### src/rtl/i2csw_pkg.sv
package i2csw_pkg;

  typedef enum logic [2:0] {
    ST_IDLE,
    ST_ADDR,
    ST_AACK,
    ST_WDAT,
    ST_WACK,
    ST_RDAT,
    ST_RACK,
    ST_SKIP
  } sw_state_e;

  // Address byte (7 address bits + R/W in bit 0) against the block's own address.
  function automatic logic addr_hit(input logic [7:0] rx, input logic [6:0] own);
    return rx[7:1] == own;
  endfunction

  // Returns 1 when the bus byte/ack counter says all eight bits are in.
  function automatic logic byte_full(input logic [3:0] cnt);
    return cnt == 4'd8;
  endfunction

endpackage

### src/rtl/i2csw_sync.sv
module i2csw_sync #(
  parameter int STAGES = 2
) (
  input  logic clk,
  input  logic arst_n,
  input  logic scl_i,
  input  logic sda_i,
  output logic sda_s,
  output logic scl_rise,
  output logic scl_fall,
  output logic start_evt,
  output logic stop_evt
);
  localparam int NLINE = 2;

  logic [NLINE-1:0] raw;
  logic [NLINE-1:0] synced;
  logic [NLINE-1:0] prev;

  assign raw = {sda_i, scl_i};

  for (genvar g = 0; g < NLINE; g++) begin : g_line
    logic [STAGES-1:0] chain;
    always_ff @(posedge clk or negedge arst_n) begin
      if (!arst_n) chain <= '1;
      else         chain <= {chain[STAGES-2:0], raw[g]};
    end
    assign synced[g] = chain[STAGES-1];
  end

  always_ff @(posedge clk or negedge arst_n) begin
    if (!arst_n) prev <= '1;
    else         prev <= synced;
  end

  // line 0 = SCL, line 1 = SDA
  assign sda_s     = synced[1];
  assign scl_rise  = synced[0] & ~prev[0];
  assign scl_fall  = ~synced[0] & prev[0];
  assign start_evt = synced[0] & prev[0] & prev[1] & ~synced[1];
  assign stop_evt  = synced[0] & prev[0] & ~prev[1] & synced[1];

endmodule

### src/rtl/i2csw_engine.sv
module i2csw_engine
  import i2csw_pkg::*;
#(
  parameter int         NCH     = 4,
  parameter int         STRAP_W = 3,
  parameter logic [6-STRAP_W:0] ADDR_HI = 4'b1110
) (
  input  logic               clk,
  input  logic               arst_n,
  input  logic               sda_s,
  input  logic               scl_rise,
  input  logic               scl_fall,
  input  logic               start_evt,
  input  logic               stop_evt,
  input  logic [STRAP_W-1:0] strap,
  input  logic [NCH-1:0]     cur_mask,
  output logic               sda_pull,
  output logic [NCH-1:0]     pend_mask,
  output logic               commit_evt,
  output sw_state_e          state,
  output logic               addr_hit_q
);
  localparam int PAD = 8 - NCH;

  logic [6:0] own_addr;
  logic [7:0] rd_byte;
  logic [7:0] shreg;
  logic [3:0] bitcnt;
  logic       rw_q;
  logic       pend_valid;
  logic       pull_q;
  logic       acked_q;

  assign own_addr   = {ADDR_HI, strap};
  assign rd_byte    = {{PAD{1'b0}}, cur_mask};
  assign commit_evt = pend_valid & (start_evt | stop_evt);
  assign sda_pull   = pull_q;

  always_ff @(posedge clk or negedge arst_n) begin
    if (!arst_n) begin
      state      <= ST_IDLE;
      shreg      <= '0;
      bitcnt     <= '0;
      rw_q       <= 1'b0;
      pend_valid <= 1'b0;
      pend_mask  <= '0;
      pull_q     <= 1'b0;
      acked_q    <= 1'b0;
      addr_hit_q <= 1'b0;
    end else if (start_evt) begin
      state      <= ST_ADDR;
      bitcnt     <= '0;
      pull_q     <= 1'b0;
      addr_hit_q <= 1'b0;
      pend_valid <= 1'b0;
    end else if (stop_evt) begin
      state      <= ST_IDLE;
      pull_q     <= 1'b0;
      addr_hit_q <= 1'b0;
      pend_valid <= 1'b0;
    end else begin
      unique case (state)
        ST_ADDR: begin
          if (scl_rise && !byte_full(bitcnt)) begin
            shreg  <= {shreg[6:0], sda_s};
            bitcnt <= bitcnt + 4'd1;
          end else if (scl_fall && byte_full(bitcnt)) begin
            if (addr_hit(shreg, own_addr)) begin
              addr_hit_q <= 1'b1;
              rw_q       <= shreg[0];
              pull_q     <= 1'b1;
              state      <= ST_AACK;
            end else begin
              state <= ST_SKIP;
            end
          end
        end
        ST_AACK: begin
          if (scl_fall) begin
            if (rw_q) begin
              shreg  <= rd_byte;
              pull_q <= ~rd_byte[7];
              bitcnt <= 4'd1;
              state  <= ST_RDAT;
            end else begin
              pull_q <= 1'b0;
              bitcnt <= '0;
              state  <= ST_WDAT;
            end
          end
        end
        ST_WDAT: begin
          if (scl_rise && !byte_full(bitcnt)) begin
            shreg  <= {shreg[6:0], sda_s};
            bitcnt <= bitcnt + 4'd1;
          end else if (scl_fall && byte_full(bitcnt)) begin
            pull_q     <= 1'b1;
            pend_mask  <= shreg[NCH-1:0];
            pend_valid <= 1'b1;
            state      <= ST_WACK;
          end
        end
        ST_WACK: begin
          if (scl_fall) begin
            pull_q <= 1'b0;
            bitcnt <= '0;
            state  <= ST_WDAT;
          end
        end
        ST_RDAT: begin
          if (scl_fall) begin
            if (byte_full(bitcnt)) begin
              pull_q <= 1'b0;
              state  <= ST_RACK;
            end else begin
              shreg  <= {shreg[6:0], 1'b0};
              pull_q <= ~shreg[6];
              bitcnt <= bitcnt + 4'd1;
            end
          end
        end
        ST_RACK: begin
          if (scl_rise) begin
            acked_q <= ~sda_s;
          end else if (scl_fall) begin
            if (acked_q) begin
              shreg  <= rd_byte;
              pull_q <= ~rd_byte[7];
              bitcnt <= 4'd1;
              state  <= ST_RDAT;
            end else begin
              state <= ST_SKIP;
            end
          end
        end
        default: ;
      endcase
    end
  end

endmodule

### src/rtl/i2c_chan_switch.sv
module i2c_chan_switch
  import i2csw_pkg::*;
#(
  parameter int   NCH         = 4,
  parameter int   STRAP_W     = 3,
  parameter logic [6-STRAP_W:0] ADDR_HI = 4'b1110,
  parameter int   SYNC_STAGES = 2
) (
  input  logic               clk,
  input  logic               rst_n,
  input  logic               por,
  input  logic               scl_i,
  input  logic               sda_i,
  input  logic [STRAP_W-1:0] addr_strap,
  output logic               sda_pull,
  output logic [NCH-1:0]     chan_en
);
  logic      arst_n;
  logic      sda_s;
  logic      scl_rise;
  logic      scl_fall;
  logic      start_evt;
  logic      stop_evt;
  logic      commit_evt;
  logic      addr_hit_q;
  logic [NCH-1:0] pend_mask;
  logic [NCH-1:0] mask_q;
  sw_state_e eng_state;

  assign arst_n = rst_n & ~por;

  i2csw_sync #(.STAGES(SYNC_STAGES)) u_sync (
    .clk       (clk),
    .arst_n    (arst_n),
    .scl_i     (scl_i),
    .sda_i     (sda_i),
    .sda_s     (sda_s),
    .scl_rise  (scl_rise),
    .scl_fall  (scl_fall),
    .start_evt (start_evt),
    .stop_evt  (stop_evt)
  );

  i2csw_engine #(.NCH(NCH), .STRAP_W(STRAP_W), .ADDR_HI(ADDR_HI)) u_eng (
    .clk        (clk),
    .arst_n     (arst_n),
    .sda_s      (sda_s),
    .scl_rise   (scl_rise),
    .scl_fall   (scl_fall),
    .start_evt  (start_evt),
    .stop_evt   (stop_evt),
    .strap      (addr_strap),
    .cur_mask   (mask_q),
    .sda_pull   (sda_pull),
    .pend_mask  (pend_mask),
    .commit_evt (commit_evt),
    .state      (eng_state),
    .addr_hit_q (addr_hit_q)
  );

  always_ff @(posedge clk or negedge arst_n) begin
    if (!arst_n)         mask_q <= '0;
    else if (commit_evt) mask_q <= pend_mask;
  end

  assign chan_en = mask_q;

endmodule

### config.mk
export PLATFORM = sky130hd
export DESIGN_NAME = i2c_chan_switch
export DESIGN_NICKNAME = d
export VERILOG_FILES = /design/src/rtl/i2csw_pkg.sv /design/src/rtl/i2csw_sync.sv /design/src/rtl/i2csw_engine.sv /design/src/rtl/i2c_chan_switch.sv
export SDC_FILE = /design/constraint.sdc
export NUM_CORES = 1
export LEC_CHECK = 0
export ABC_AREA = 1
export BUFFER_PORTS_ARGS = -buffer_cell sky130_fd_sc_hd__clkbuf_2
export CAP_MARGIN = 20
export CORE_MARGIN = 3
export CORE_UTILIZATION = 33
export CTS_CLUSTER_DIAMETER = 120
export DETAILED_ROUTE_END_ITERATION = 7
export GPL_TIMING_DRIVEN = 0
export PLACE_DENSITY = 0.5
export SKIP_CTS_REPAIR_TIMING = 1
export SLEW_MARGIN = 30
export SYNTH_ARGS = -nofsm -noshare
export SYNTH_HDL_FRONTEND = slang
export SYNTH_SLANG_ARGS = --single-unit
### constraint.sdc
create_clock -name clk -period 2.57 [get_ports clk]
set_clock_uncertainty 0.2 [all_clocks]
set_input_delay 0.514 -clock clk [delete_from_list [all_inputs] [get_ports clk]]
set_output_delay 0.514 -clock clk [all_outputs]
set_load 0.02 [all_outputs]
# [Word-level counts from Yosys, hierarchy flattened]
# Cells that the tools add are included.
[totals] reg_bits=33 ram_bits=0 romBits=0 mem_count=0 latchBits=0
[classes] eq_ne=38 div_mod_pow=0 addsub=1 multipliers=0 bitwise_logic=19 order_cmp=0 n_reduce_logical=17 shift=0 muxes=56
[op_table] op="$mux W8" count=8
[op_table] op="$mux W3" count=14
[op_table] op="$mux W4" count=10
[op_table] op="$ne A4 B1 Y1 const B" count=9
[op_table] op="$pmux W8 S4" count=1
[op_table] op="$reduce_and A11 Y1" count=2
[op_table] op="$ne A3 B1 Y1 const B" count=7
[op_table] op="$pmux W4 S5" count=1
[op_table] op="$mux W1" count=19
[op_table] op="$pmux W3 S6" count=1
[op_table] op="$ne A2 B1 Y1 const B" count=7
[op_table] op="$reduce_and A12 Y1" count=1
[op_table] op="$reduce_and A10 Y1" count=1
[op_table] op="$and A1 B1 Y1" count=9
[op_table] op="$eq A3 B3 Y1 const B" count=3
[op_table] op="$not A1 Y1" count=9
[op_table] op="$ne A4 B2 Y1 const B" count=2
[op_table] op="$reduce_bool A8 Y1" count=1
[op_table] op="$eq A7 B7 Y1" count=1
[op_table] op="$eq A3 B2 Y1 const B" count=2
[op_table] op="$pmux W1 S6" count=1
[op_table] op="$reduce_and A6 Y1" count=1
[op_table] op="$reduce_bool A3 Y1" count=2
[op_table] op="$reduce_bool A6 Y1" count=1
[op_table] op="16 further kinds" count=18

# [Longest topological paths before layout]
# Gate-level depths: netlist (run 1).
[logic_depth] word_depth=8 depth_mapped=13

# [Modules after synthesis]
# From an unflattened synthesis (run 1), not the netlist that was laid out.
[hier_totals] cells_unflattened=286 area_unflattened_um2=2018.2
[by_module_without_submodules] mod="i2csw_engine" cells_each=250 instances=1 area_per_inst_um2=1662.8
[by_module_without_submodules] mod="i2csw_sync" cells_each=17 instances=1 area_per_inst_um2=198.9
[by_module_without_submodules] mod="i2c_chan_switch" cells_each=19 instances=1 area_per_inst_um2=156.4

# [Worst setup path before layout (run 1)]
# Ideal clock, no wire load.
[synth_path] path_kind="reg2reg" from="reg u_sync.prev[1]" to="reg u_eng.shreg[6]" t_arrival_ns=1.463 setup_ns=0.117 path_buffers=1 stages_incl_launch_ff=11 path_slack_ns=0.790 path_cell_list="dfstp_2 inv_1 nand4_1 inv_1 nor2_2 nand2_1 a21oi_2 nand2_4 buf_6 nand2_2 o21ai_2"
[synth_between] elab_chain_cells=5 elab_cells_between_ends=8 classes_between="bitwise: 7; reduce/logical: 1"
[synth_rtl] item="start: declaration" line="i2csw_sync.sv:18" source="logic [NLINE-1:0] prev;"
[synth_rtl] item="start signal: assignment" line="i2csw_sync.sv:33" source="else prev <= synced;"
[synth_rtl] item="$not A1 Y1" line="i2csw_sync.sv:41" source="assign stop_evt = synced[0] & prev[0] & ~prev[1] & synced[1];"
[synth_rtl] item="$and A1 B1 Y1 (2 in series)" line="i2csw_sync.sv:41"
[synth_rtl] item="$not A1 Y1 (no line)"
[synth_rtl] item="$reduce_and A11 Y1 (no line) *"
[synth_rtl] item="end signal: assignment" line="i2csw_engine.sv:65" source="shreg <= {shreg[6:0], sda_s};"
[synth_rtl] item="end signal: assignment" line="i2csw_engine.sv:81" source="shreg <= rd_byte;"
[synth_rtl] item="end signal: assignment" line="i2csw_engine.sv:94" source="shreg <= {shreg[6:0], sda_s};"
[synth_rtl] item="end: declaration" line="i2csw_engine.sv:27" source="logic [7:0] shreg;"
# Mark *: on every way between the ends. The rest lies on a longest branch, timed or not.
# A chain may end at the register's enable or synchronous reset.

# [Worst setup path after layout (run 1)]
[layout_path] from="reg u_sync.prev[1]" to="reg u_eng.shreg[7]"
# Same word-level chain as after synthesis.

==> impl_metrics.py, run 1 <==
metrics = {
    "route": {
        "ant_nets": 0,
        "routed_wl_mm": 4.09,
        "drcViolationCount": 0,
        "drt_iter0_markers": 131,
        "wl_per_cell_um": 12.1,
        "post_drt_via_cell_ratio": 4.68,
        "drt_pass1_iterations": 4,
        "detailroute.via_count": 1585,
    },
    "hold_path": {
        "hp-class": "primary input to asynchronous set/reset pin",
    },
    "yosys": {
        "syn_inst": 248,
        "synth_area_in_compound_gates_pct": 9.98,
        "synth_mux_area_share_pct": 1.13,
        "syn_avg_cell_area_um2": 7.58,
        "synth_simple_gate_area_share_pct": 34.9,
        "synth_cell_types": 32,
        "netlist_area_mm2": 0.00188,
        "post_synthesis_share_of_cell_area_spent_on_xor_and_xnor_gates_pct": 0.931,
        "sequential_cell_area_fraction_in_the_yosys_report_pct": 44.3,
        "net_count_synth": 258,
        "largest_family_of_logic_cells_by_synthesized_area": "simple AND/OR/NAND/NOR gates",
        "post_synth_fa_ha_maj_area_fraction_pct": 1.33,
        "ys_seq_elements": 33,
        "count_of_yosys_warnings_during_synthesis": 0,
    },
    "placement": {
        "placedCellCount": 331,
        "numPortBuffers": 12,
        "dpl.hpwl_mm": 3.12,
        "gp_congestion": 0.836,
    },
    "grt": {
        "globalRoute.totalOverflow": 0,
        "grt_total_usage_pct": 15.1,
        "pin_count_of_the_biggest_net_entering_global_routing": 21,
        "grt_antenna_before_repair": 0,
        "grt_pass1_wl_mm": 7.49,
        "number_of_global_route_vias_before_repair": 1598,
    },
    "sta": {
        "slew_viol_final": 0,
        "slew_headroom_pct": 68.2,
        "worst_hold_slack_ns": 0.0739,
        "final.period_utilization_pct": 80.2,
        "hold_viol": 0,
        "setup-violations-final": 0,
        "achievable-frequency_ghz": 0.485,
        "final_period_minus_worst_setup_slack_ns": 2.06,
        "setup_repair_after_global_routing_missed_its_margin": "no",
        "worst-slew-pin-transition_ns": 0.476,
        "setup_total_negative_slack_ns": 0,
    },
    "floorplanning": {
        "fp.dieArea_mm2": 0.00664,
        "ios": 13,
        "dieHeight_um": 81.5,
        "floorplan.initialDensity_pct": 35.5,
        "chipWidth_um": 81.5,
        "std_cell_rows": 26,
        "core_region_area_mm2": 0.00530,
    },
    "power_and_ir_drop": {
        "peakVddDrop_uv": 462,
        "total_leakage_power_nw": 1.13,
        "power.density_cell_area_mw_per_mm2": 1150,
    },
    "clock_tree": {
        "tritoncts.num_buffers": 5,
        "cts.sinks": 33,
        "cts_tree": "yes",
        "cts_htree_levels": 2,
        "cts_root_buffer": "sky130_fd_sc_hd__clkbuf_8",
        "clock_latency_ns": 0.29,
        "cts_buffer_depth": 2,
        "cts.reportedPaths.clkPinSlew_ns": 0.07,
    },
    "setup_path": {
        "category_of_the_worst_setup_path_launch_point": "flop",
        "criticalPathCategory": "flop to flop",
        "end_kind": "flop",
        "r2r_setup_slk_ns": 0.51,
        "cp_data_required_time_ns": 2.56,
        "worst-endpoint-arrival_ns": 2.05,
        "critPathMaxFanout": 10,
    },
    "cells_and_area": {
        "areaGrowthSynthToFinish_pct": 16.1,
        "most-common-layout-cells": "sky130_fd_sc_hd__nand2_1 (82), sky130_fd_sc_hd__dfrtp_1 (27), sky130_fd_sc_hd__inv_1 (24)",
        "most_common_cell_after_layout_fill_and_taps_aside": "sky130_fd_sc_hd__nand2_1",
        "diode_count": 0,
        "core_utilization_of_the_finished_layout_pct": 41.2,
        "nFillCells": 570,
        "fraction_of_final_layout_cells_sized_beyond_drive_strength_1_pct": 23.8,
        "finish.net_count": 278,
        "post_layout_nonfiller_instances": 339,
    },
    "flow_run": {
        "maxCapViolCount": 0,
    },
    "outcome": {
        "outcome": "finished, final reports clean",
    },
}
[synthesized netlist by cell type (all sizes together)]
master | number | area [um^2]
a21oi | 5 | 32.5
buf | 3 | 23.8
dfrtp | 27 | 676
dfstp | 6 | 158
ha | 2 | 25.0
inv | 31 | 116
mux2 | 1 | 11.3
mux2i | 1 | 10.0
nand2 | 92 | 385
nand3 | 18 | 90.1
nand3b | 1 | 7.51
nand4 | 2 | 12.5
nor2 | 26 | 113
nor3 | 5 | 41.3
o211ai | 1 | 7.51
o21ai | 23 | 141
o22ai | 1 | 6.26
or2 | 1 | 6.26
xnor2 | 1 | 8.76
xor2 | 1 | 8.76
[worst max-delay path, stage by stage, from the launching register on]
cell                      delay (ns)
sky130_fd_sc_hd__dfstp_2        0.52
sky130_fd_sc_hd__inv_1          0.05
sky130_fd_sc_hd__nand4_1        0.16
sky130_fd_sc_hd__inv_1          0.10
sky130_fd_sc_hd__nor2_2         0.27
sky130_fd_sc_hd__nand2_1        0.11
sky130_fd_sc_hd__a21oi_2        0.18
sky130_fd_sc_hd__nand2_4        0.10
sky130_fd_sc_hd__buf_6          0.17
sky130_fd_sc_hd__nand2_2        0.06
sky130_fd_sc_hd__o21ai_2        0.04
[through the flow]
stage | total power [W] | worst slack (ns) | cell area, um^2
final | 0.00252 | 0.510 | 2180
after detailed placement | 0.00201 | 0.540 | 2060
after floorplan | 0.00175 | 0.0332 | 1880
after global placement | 0.00200 | -1.01 | 2030
after global routing | 0.00278 | 0.378 | 2180
after CTS | 0.00255 | 0.528 | 2180
[sequential cells by signal, summed over array words and instances, names as in the netlist]
register and flops:
u_eng.sda_pull 1, u_sync.prev 2, chan_en 4, u_eng.pend_valid 1
u_eng.shreg 8, u_eng.bitcnt 4, u_eng.state 3, u_eng.rw_q 1
u_eng.acked_q 1, u_sync.g_line.chain 4, u_eng.pend_mask 4
[cell type report]
class                      count  area (um^2)  area share (%)
tap                           70         87.6            4.01
sequential                    33          833            38.2
inverter                      31          116            5.33
buffer                         3         23.8            1.09
clock buffer                   6         82.6            3.78
clock inverter                 2         37.5            1.72
multi-input combinational    181          915            41.9
timing repair buffer          13         87.6            4.01
[path summary, 6_finish.rpt]
check,start,to,cells after the start
hold / removal,por,u_eng.shreg[5],2
hold reg to reg,u_sync.g_line[0].chain[0],u_sync.g_line[0].chain[1],0
min in group clk,scl_i,u_sync.g_line[0].chain[0],1
max in group asynchronous,rst_n,u_sync.prev[1],4
setup reg to reg,u_sync.prev[1],u_eng.shreg[7],10
setup / recovery,u_sync.prev[1],u_eng.shreg[7],10
[routing by layer]
metal  up-vias  track usage [%]  share of wire (%)
li1        820                -                  -
met1       721             20.5                 49
met2        35             23.3                 46
met3         9             3.29                3.7
met4         0             6.08                1.8
met5         -                0                  0
[kinds of logic (layout without fill, tap and decap cells)]
group,Yosys count,after routing
adder cells (fa/ha/maj),2,2
flip-flops,33,33
AND/OR/NAND/NOR,145,145
XOR/XNOR,2,2
multiplexers,2,2
buffers and inverters,34,55
AO/OA/AOI/OAI,30,30
[power breakdown]
part           internal, W  switching, W
Combinational     0.000427      0.000804
Clock             0.000315      0.000213
Sequential        0.000638      0.000118
(Power assumes the default switching activity.)
==> run 2: changes to the inputs <==
- PLACE_DENSITY: 0.5 -> 0.48
- clock period: 2.57 -> 1.9 ns (I/O delays scaled with it)
==> impl_metrics.py, run 2 (same netlist as run 1, synthesis figures left out) <==
metrics = {
    "grt": {
        "grt_antenna_before_repair": 0,
        "grt_pass1_wl_mm": 7.33,
        "grt_total_usage_pct": 14.7,
        "pin_count_of_the_biggest_net_entering_global_routing": 22,
        "number_of_global_route_vias_before_repair": 1543,
        "globalRoute.totalOverflow": 0,
    },
    "route": {
        "ant_nets": 0,
        "drt_iter0_markers": 87,
        "post_drt_via_cell_ratio": 4.63,
        "detailroute.via_count": 1628,
        "wl_per_cell_um": 12.4,
        "drt_pass1_iterations": 5,
        "drcViolationCount": 0,
        "routed_wl_mm": 4.36,
    },
    "sta": {
        "slew_headroom_pct": 57.7,
        "final_period_minus_worst_setup_slack_ns": 1.93,
        "hold_viol": 0,
        "final.period_utilization_pct": 102,
        "worst-slew-pin-transition_ns": 0.633,
        "setup-violations-final": 8,
        "slew_viol_final": 0,
        "setup_repair_after_global_routing_missed_its_margin": "yes",
        "achievable-frequency_ghz": 0.517,
        "timing.final.ws_setup_ns": -0.0329,
    },
    "outcome": {
        "outcome": "finished, violations left",
        "failed_checks": "setup timing",
    },
    "cells_and_area": {
        "most_common_cell_after_layout_fill_and_taps_aside": "sky130_fd_sc_hd__nand2_1",
        "largest_register": "u_eng.shreg",
        "fraction_of_final_layout_cells_sized_beyond_drive_strength_1_pct": 33.7,
        "areaGrowthSynthToFinish_pct": 28.1,
        "most-common-layout-cells": "sky130_fd_sc_hd__nand2_1 (71), sky130_fd_sc_hd__dfrtp_1 (26), sky130_fd_sc_hd__inv_1 (21)",
        "diode_count": 0,
        "finish.net_count": 291,
        "layout.cell_area.non_filler_mm2": 0.00241,
        "max_ffs_per_register": 8,
    },
    "placement": {
        "dpl-instance-area_mm2": 0.00205,
        "numPortBuffers": 12,
        "dpl.hpwl_mm": 3.21,
        "placement.setup.worst_slack_ns": -0.133,
        "gp_congestion": 0.801,
    },
    "floorplanning": {
        "ios": 13,
        "dieHeight_um": 81.5,
        "floorplan.initialDensity_pct": 35.5,
        "core_region_area_mm2": 0.00530,
        "chipWidth_um": 81.5,
        "fp.dieArea_mm2": 0.00664,
        "std_cell_rows": 26,
    },
    "clock_tree": {
        "tritoncts.num_buffers": 5,
        "cts_root_buffer": "sky130_fd_sc_hd__clkbuf_8",
        "cts.reportedPaths.clkPinSlew_ns": 0.08,
        "cts.sinks": 33,
        "cts_tree": "yes",
        "clock_latency_ns": 0.29,
        "cts_buffer_depth": 2,
        "cts_htree_levels": 2,
    },
    "power_and_ir_drop": {
        "peakVddDrop_uv": 702,
        "power.share.sequential_pct": 28.0,
        "total_leakage_power_nw": 1.23,
        "internal_power_w": 0.00200,
        "p_comb_share_pct": 56.4,
        "power.density_cell_area_mw_per_mm2": 1540,
        "clockPowerShare_pct": 15.6,
        "switching_power_w": 0.00171,
        "power.share.switching_pct": 46.2,
    },
    "flow_run": {
        "maxCapViolCount": 0,
    },
    "setup_path": {
        "worst-endpoint-arrival_ns": 1.91,
        "crit-reg2reg-capture": "u_eng.shreg[6]",
        "end_kind": "flop",
        "r2r_startpoint": "u_sync.prev[1]",
        "critPathMaxFanout": 7,
        "category_of_the_worst_setup_path_launch_point": "flop",
        "cp_data_required_time_ns": 1.88,
        "worst_r2r_path_depth": 10,
        "r2r_setup_slk_ns": -0.03,
        "criticalPathCategory": "flop to flop",
    },
    "hold_path": {
        "hp-class": "primary input to asynchronous set/reset pin",
    },
}
-- run 2: cell types whose count changed in the layout (fill, tap and decap cells not counted), moves of 2 or more --
cell / before / now
sky130_fd_sc_hd__nand2_1: 82 / 71
sky130_fd_sc_hd__buf_4: 1 / 7
sky130_fd_sc_hd__nand2_2: 7 / 13
sky130_fd_sc_hd__nand2_4: 3 / 8
sky130_fd_sc_hd__inv_1: 24 / 21
sky130_fd_sc_hd__nor2_1: 21 / 18
sky130_fd_sc_hd__nor2_4: 2 / 5
sky130_fd_sc_hd__o21ai_0: 15 / 12
sky130_fd_sc_hd__buf_12: 0 / 2
sky130_fd_sc_hd__buf_6: 1 / 3
sky130_fd_sc_hd__dlygate4sd3_1: 0 / 2
sky130_fd_sc_hd__inv_2: 7 / 9
-- run 2: critical path, cell delays in order, from the launching register on --
cell                      delay (ns)
sky130_fd_sc_hd__dfstp_2        0.53
sky130_fd_sc_hd__inv_2          0.04
sky130_fd_sc_hd__nand4_1        0.17
sky130_fd_sc_hd__inv_2          0.08
sky130_fd_sc_hd__nor2_4         0.16
sky130_fd_sc_hd__nand2_1        0.08
sky130_fd_sc_hd__a21oi_2        0.18
sky130_fd_sc_hd__nand2_4        0.12
sky130_fd_sc_hd__buf_12         0.17
sky130_fd_sc_hd__nand2_4        0.05
sky130_fd_sc_hd__o21ai_2        0.04
-- run 2: per-stage QoR --
step | total power [W] | hold slack, ns | TNS, ns | std cells | util, %
6_report | 0.00371 | 0.0145 | -0.144 | 352 | 45.4
5_1_grt | 0.00405 | 0.0545 | -1.43 | 352 | 45.4
4_1_cts | 0.00333 | -0.0373 | -1.16 | 339 | 40.5
3_5_place_dp | 0.00273 | 0.150 | -0.957 | 331 | 38.7
3_3_place_gp | 0.00271 | 0.146 | -12.73 | 330 | 38.3
2_1_floorplan | 0.00236 | 0.145 | 0 | 248 | -
-- run 2: cell type report --
| cell class | instances | area [um^2] |
|---|---|---|
| multi-input combinational | 181 | 1010 |
| clock buffer | 6 | 82.6 |
| tap | 70 | 87.6 |
| buffer | 3 | 32.5 |
| sequential | 33 | 835 |
| inverter | 31 | 129 |
| timing repair buffer | 26 | 219 |
| fill | 536 | 2890 |
| clock inverter | 2 | 13.8 |
-- run 2: power groups by stage --
stage	clock, W	combinational (W)	sequential (W)
after floorplan	0	0.00136	0.00101
after global placement	0	0.00168	0.00104
after detailed placement	0	0.00169	0.00104
after CTS	0.000604	0.00170	0.00103
after global routing	0.000630	0.00236	0.00106
final	0.000579	0.00209	0.00104
-- run 2: how the worst max path moves through the flow --
stage,to,slack (ns),start,cells after the start
finish,u_eng.shreg[6],-0.03,u_sync.prev[1],10
global route,u_eng.shreg[7],-0.11,u_sync.prev[1],10
CTS,u_eng.shreg[6],-0.15,u_sync.prev[1],10
detailed placement,u_eng.shreg[6],-0.13,u_sync.prev[1],10
global placement,u_eng.sda_pull,-0.43,rst_n,3
floorplan,u_eng.shreg[6],0.12,u_sync.prev[1],10
-- run 2: routing by layer --
layer	routed length, um	GRT usage, %	share of wire [%]
met2	2060	24.3	47
met4	93	5.91	2.1
met1	2070	18.4	47
met3	142	3.62	3.3
met5	0	0	0
==> run 3: changes to the inputs <==
- ABC_AREA: 1 -> 0
==> impl_metrics.py, run 3 <==
metrics = {
    "outcome": {
        "outcome": "finished, violations left",
        "failed_checks": "setup timing",
    },
    "power_and_ir_drop": {
        "p_comb_share_pct": 52.4,
        "internal_power_w": 0.00180,
        "clockPowerShare_pct": 17.5,
        "power.share.switching_pct": 39.0,
        "switching_power_w": 0.00115,
        "total_leakage_power_nw": 1.06,
        "power.density_cell_area_mw_per_mm2": 1290,
        "peakVddDrop_uv": 517,
        "power.share.sequential_pct": 30.1,
    },
    "floorplanning": {
        "floorplan.initialDensity_pct": 34.8,
        "core_region_area_mm2": 0.00520,
        "dieHeight_um": 80.1,
        "ios": 13,
        "fp.dieArea_mm2": 0.00642,
        "std_cell_rows": 26,
        "chipWidth_um": 80.1,
    },
    "grt": {
        "grt_antenna_before_repair": 0,
        "number_of_global_route_vias_before_repair": 1294,
        "grt_total_usage_pct": 13.4,
        "pin_count_of_the_biggest_net_entering_global_routing": 23,
        "grt_pass1_wl_mm": 6.58,
        "globalRoute.totalOverflow": 0,
    },
    "route": {
        "drcViolationCount": 0,
        "ant_nets": 0,
        "drt_pass1_iterations": 4,
        "wl_per_cell_um": 15.1,
        "routed_wl_mm": 4.07,
        "post_drt_via_cell_ratio": 5.19,
        "detailroute.via_count": 1401,
        "drt_iter0_markers": 89,
    },
    "setup_path": {
        "worst-endpoint-arrival_ns": 2.32,
        "cp_data_required_time_ns": 1.87,
        "category_of_the_worst_setup_path_launch_point": "flop",
        "critPathMaxFanout": 5,
        "r2r_setup_slk_ns": -0.45,
        "end_kind": "flop",
        "criticalPathCategory": "flop to flop",
    },
    "yosys": {
        "synth_most_common_cell": "sky130_fd_sc_hd__dfrtp_1",
        "synth_top_cells_by_area": "sky130_fd_sc_hd__dfrtp_1 (37%), sky130_fd_sc_hd__dfstp_2 (8.7%), sky130_fd_sc_hd__mux2_2 (8.1%)",
        "net_count_synth": 174,
        "async_reset_ff_share_pct": 100,
        "count_of_yosys_warnings_during_synthesis": 0,
        "synth.top_cells.by_count": "sky130_fd_sc_hd__dfrtp_1 (27), sky130_fd_sc_hd__mux2_2 (13), sky130_fd_sc_hd__nand2_1 (11), sky130_fd_sc_hd__a21oi_1 (9)",
        "syn_inst": 164,
        "syn_avg_cell_area_um2": 11.1,
        "synth_edf_count": 0,
        "post-synth-top-area-cell": "sky130_fd_sc_hd__dfrtp_1",
        "netlist_area_mm2": 0.00181,
        "synth_top_cell_area_share_pct": 37.3,
        "synth_cell_types": 47,
        "sequential_cell_area_fraction_in_the_yosys_report_pct": 46.0,
        "ys_seq_elements": 33,
        "synth_flop_cell": "sky130_fd_sc_hd__dfrtp_1",
    },
    "sta": {
        "final_period_minus_worst_setup_slack_ns": 2.35,
        "final.period_utilization_pct": 123,
        "setup_repair_after_global_routing_missed_its_margin": "yes",
        "hold_viol": 0,
        "slew_headroom_pct": 68.7,
        "worst-slew-pin-transition_ns": 0.470,
        "setup-violations-final": 13,
        "timing.final.ws_setup_ns": -0.446,
        "slew_viol_final": 0,
        "achievable-frequency_ghz": 0.426,
    },
    "cells_and_area": {
        "area.sequential_um2": 833,
        "diode_count": 0,
        "max_ffs_per_register": 8,
        "most_common_cell_after_layout_fill_and_taps_aside": "sky130_fd_sc_hd__dfrtp_1",
        "nFillCells": 502,
        "core_utilization_of_the_finished_layout_pct": 43.9,
        "multi_input_comb_area_um2": 986,
        "most-common-layout-cells": "sky130_fd_sc_hd__dfrtp_1 (27), sky130_fd_sc_hd__mux2_2 (13), sky130_fd_sc_hd__clkbuf_2 (13)",
        "post_layout_nonfiller_instances": 270,
        "finish.net_count": 209,
        "fraction_of_final_layout_cells_sized_beyond_drive_strength_1_pct": 39.5,
        "largest_register": "u_eng.shreg",
        "areaGrowthSynthToFinish_pct": 26.2,
    },
    "clock_tree": {
        "cts_htree_levels": 2,
        "cts_tree": "yes",
        "clock_latency_ns": 0.28,
        "cts_buffer_depth": 2,
        "tritoncts.num_buffers": 5,
        "cts.reportedPaths.clkPinSlew_ns": 0.07,
        "cts_root_buffer": "sky130_fd_sc_hd__clkbuf_8",
        "cts.sinks": 33,
    },
    "placement": {
        "gp_congestion": 0.841,
        "dpl.hpwl_mm": 2.73,
        "placedCellCount": 247,
        "numPortBuffers": 12,
    },
    "hold_path": {
        "hp-class": "flop to flop",
    },
    "flow_run": {
        "maxCapViolCount": 0,
    },
}
[run 3: cell types whose count changed after synthesis, sizes merged, moves of 3 or more]
cell | previous run | this run
nand2 | 92 | 11
inv | 31 | 7
mux2 | 1 | 21
nor2 | 26 | 8
o21ai | 23 | 5
nand3 | 18 | 2
and3 | 0 | 5
clkbuf | 0 | 5
a21oi | 5 | 9
mux2i | 1 | 5
nor2b | 0 | 4
nand2b | 0 | 3
nor3b | 0 | 3
o22ai | 1 | 4
[run 3: power by group through the flow]
stage,clock [W],combinational (W),sequential [W]
finish,0.000515,0.00154,0.000886
floorplan,0,0.000943,0.000894
global route,0.000580,0.00166,0.000900
CTS,0.000536,0.00121,0.000894
detailed placement,0,0.00121,0.000907
global placement,0,0.00120,0.000906
[run 3: path summary, 6_finish.rpt]
path / startpoint / endpoint / depth (start not counted)
hold reg to reg: u_sync.g_line[0].chain[0] / u_sync.g_line[0].chain[1] / 0
hold / removal: u_sync.g_line[0].chain[0] / u_sync.g_line[0].chain[1] / 0
max in group asynchronous: por / u_eng.pend_mask[2] / 4
min in group asynchronous: rst_n / u_eng.acked_q / 3
setup reg to reg: u_eng.bitcnt[1] / u_eng.shreg[4] / 8
setup / recovery: u_eng.bitcnt[1] / u_eng.shreg[4] / 8
[run 3: logic make-up after synthesis]
kind of cell,after synthesis,share of synthesized area (%)
simple gates,50,16.1
compound gates,34,13.6
flops,33,46.0
mux,26,17.5
buf+inv,15,3.59
xor+xnor,4,1.93
fa+ha+maj,2,1.38
[run 3: worst max-delay path, stage by stage, from the launching register on]
cell                       delay (ns)
sky130_fd_sc_hd__dfrtp_1         0.38
sky130_fd_sc_hd__inv_1           0.06
sky130_fd_sc_hd__ha_2            0.17
sky130_fd_sc_hd__and3b_2         0.23
sky130_fd_sc_hd__a221oi_2        0.21
sky130_fd_sc_hd__o221a_1         0.27
sky130_fd_sc_hd__nor3b_4         0.25
sky130_fd_sc_hd__buf_6           0.17
sky130_fd_sc_hd__mux2_4          0.30
[run 3: cell type report]
cell class | instances | share of cell area, %
timing repair buffer | 30 | 10.3
tap | 70 | 3.83
clock inverter | 1 | 0.328
clock buffer | 7 | 3.34
buffer | 6 | 1.48
sequential | 33 | 36.4
multi-input combinational | 116 | 43.1
inverter | 7 | 1.15
[run 3: layer usage]
layer / vias up / part of all wire [%] / GRT usage, %
met2: 38 / 49 / 20.6
li1: 669 / - / -
met5: - / 0 / 0
met1: 687 / 46 / 18.8
met4: 0 / 1.5 / 3.55
met3: 7 / 3.4 / 3.36
[run 3: metrics by stage]
step	setup WS (ns)	setup TNS [ns]	instance area [um^2]	total power (W)	hold slack, ns
finish	-0.446	-3.97	2290	0.00294	0.156
global route	-0.493	-4.86	2290	0.00314	0.161
CTS	-0.686	-8.30	2080	0.00264	-0.0569
detailed placement	-0.668	-8.02	2000	0.00212	0.147
global placement	-0.654	-15.00	1970	0.00210	0.146
floorplan	-0.380	-3.08	1820	0.00184	0.145
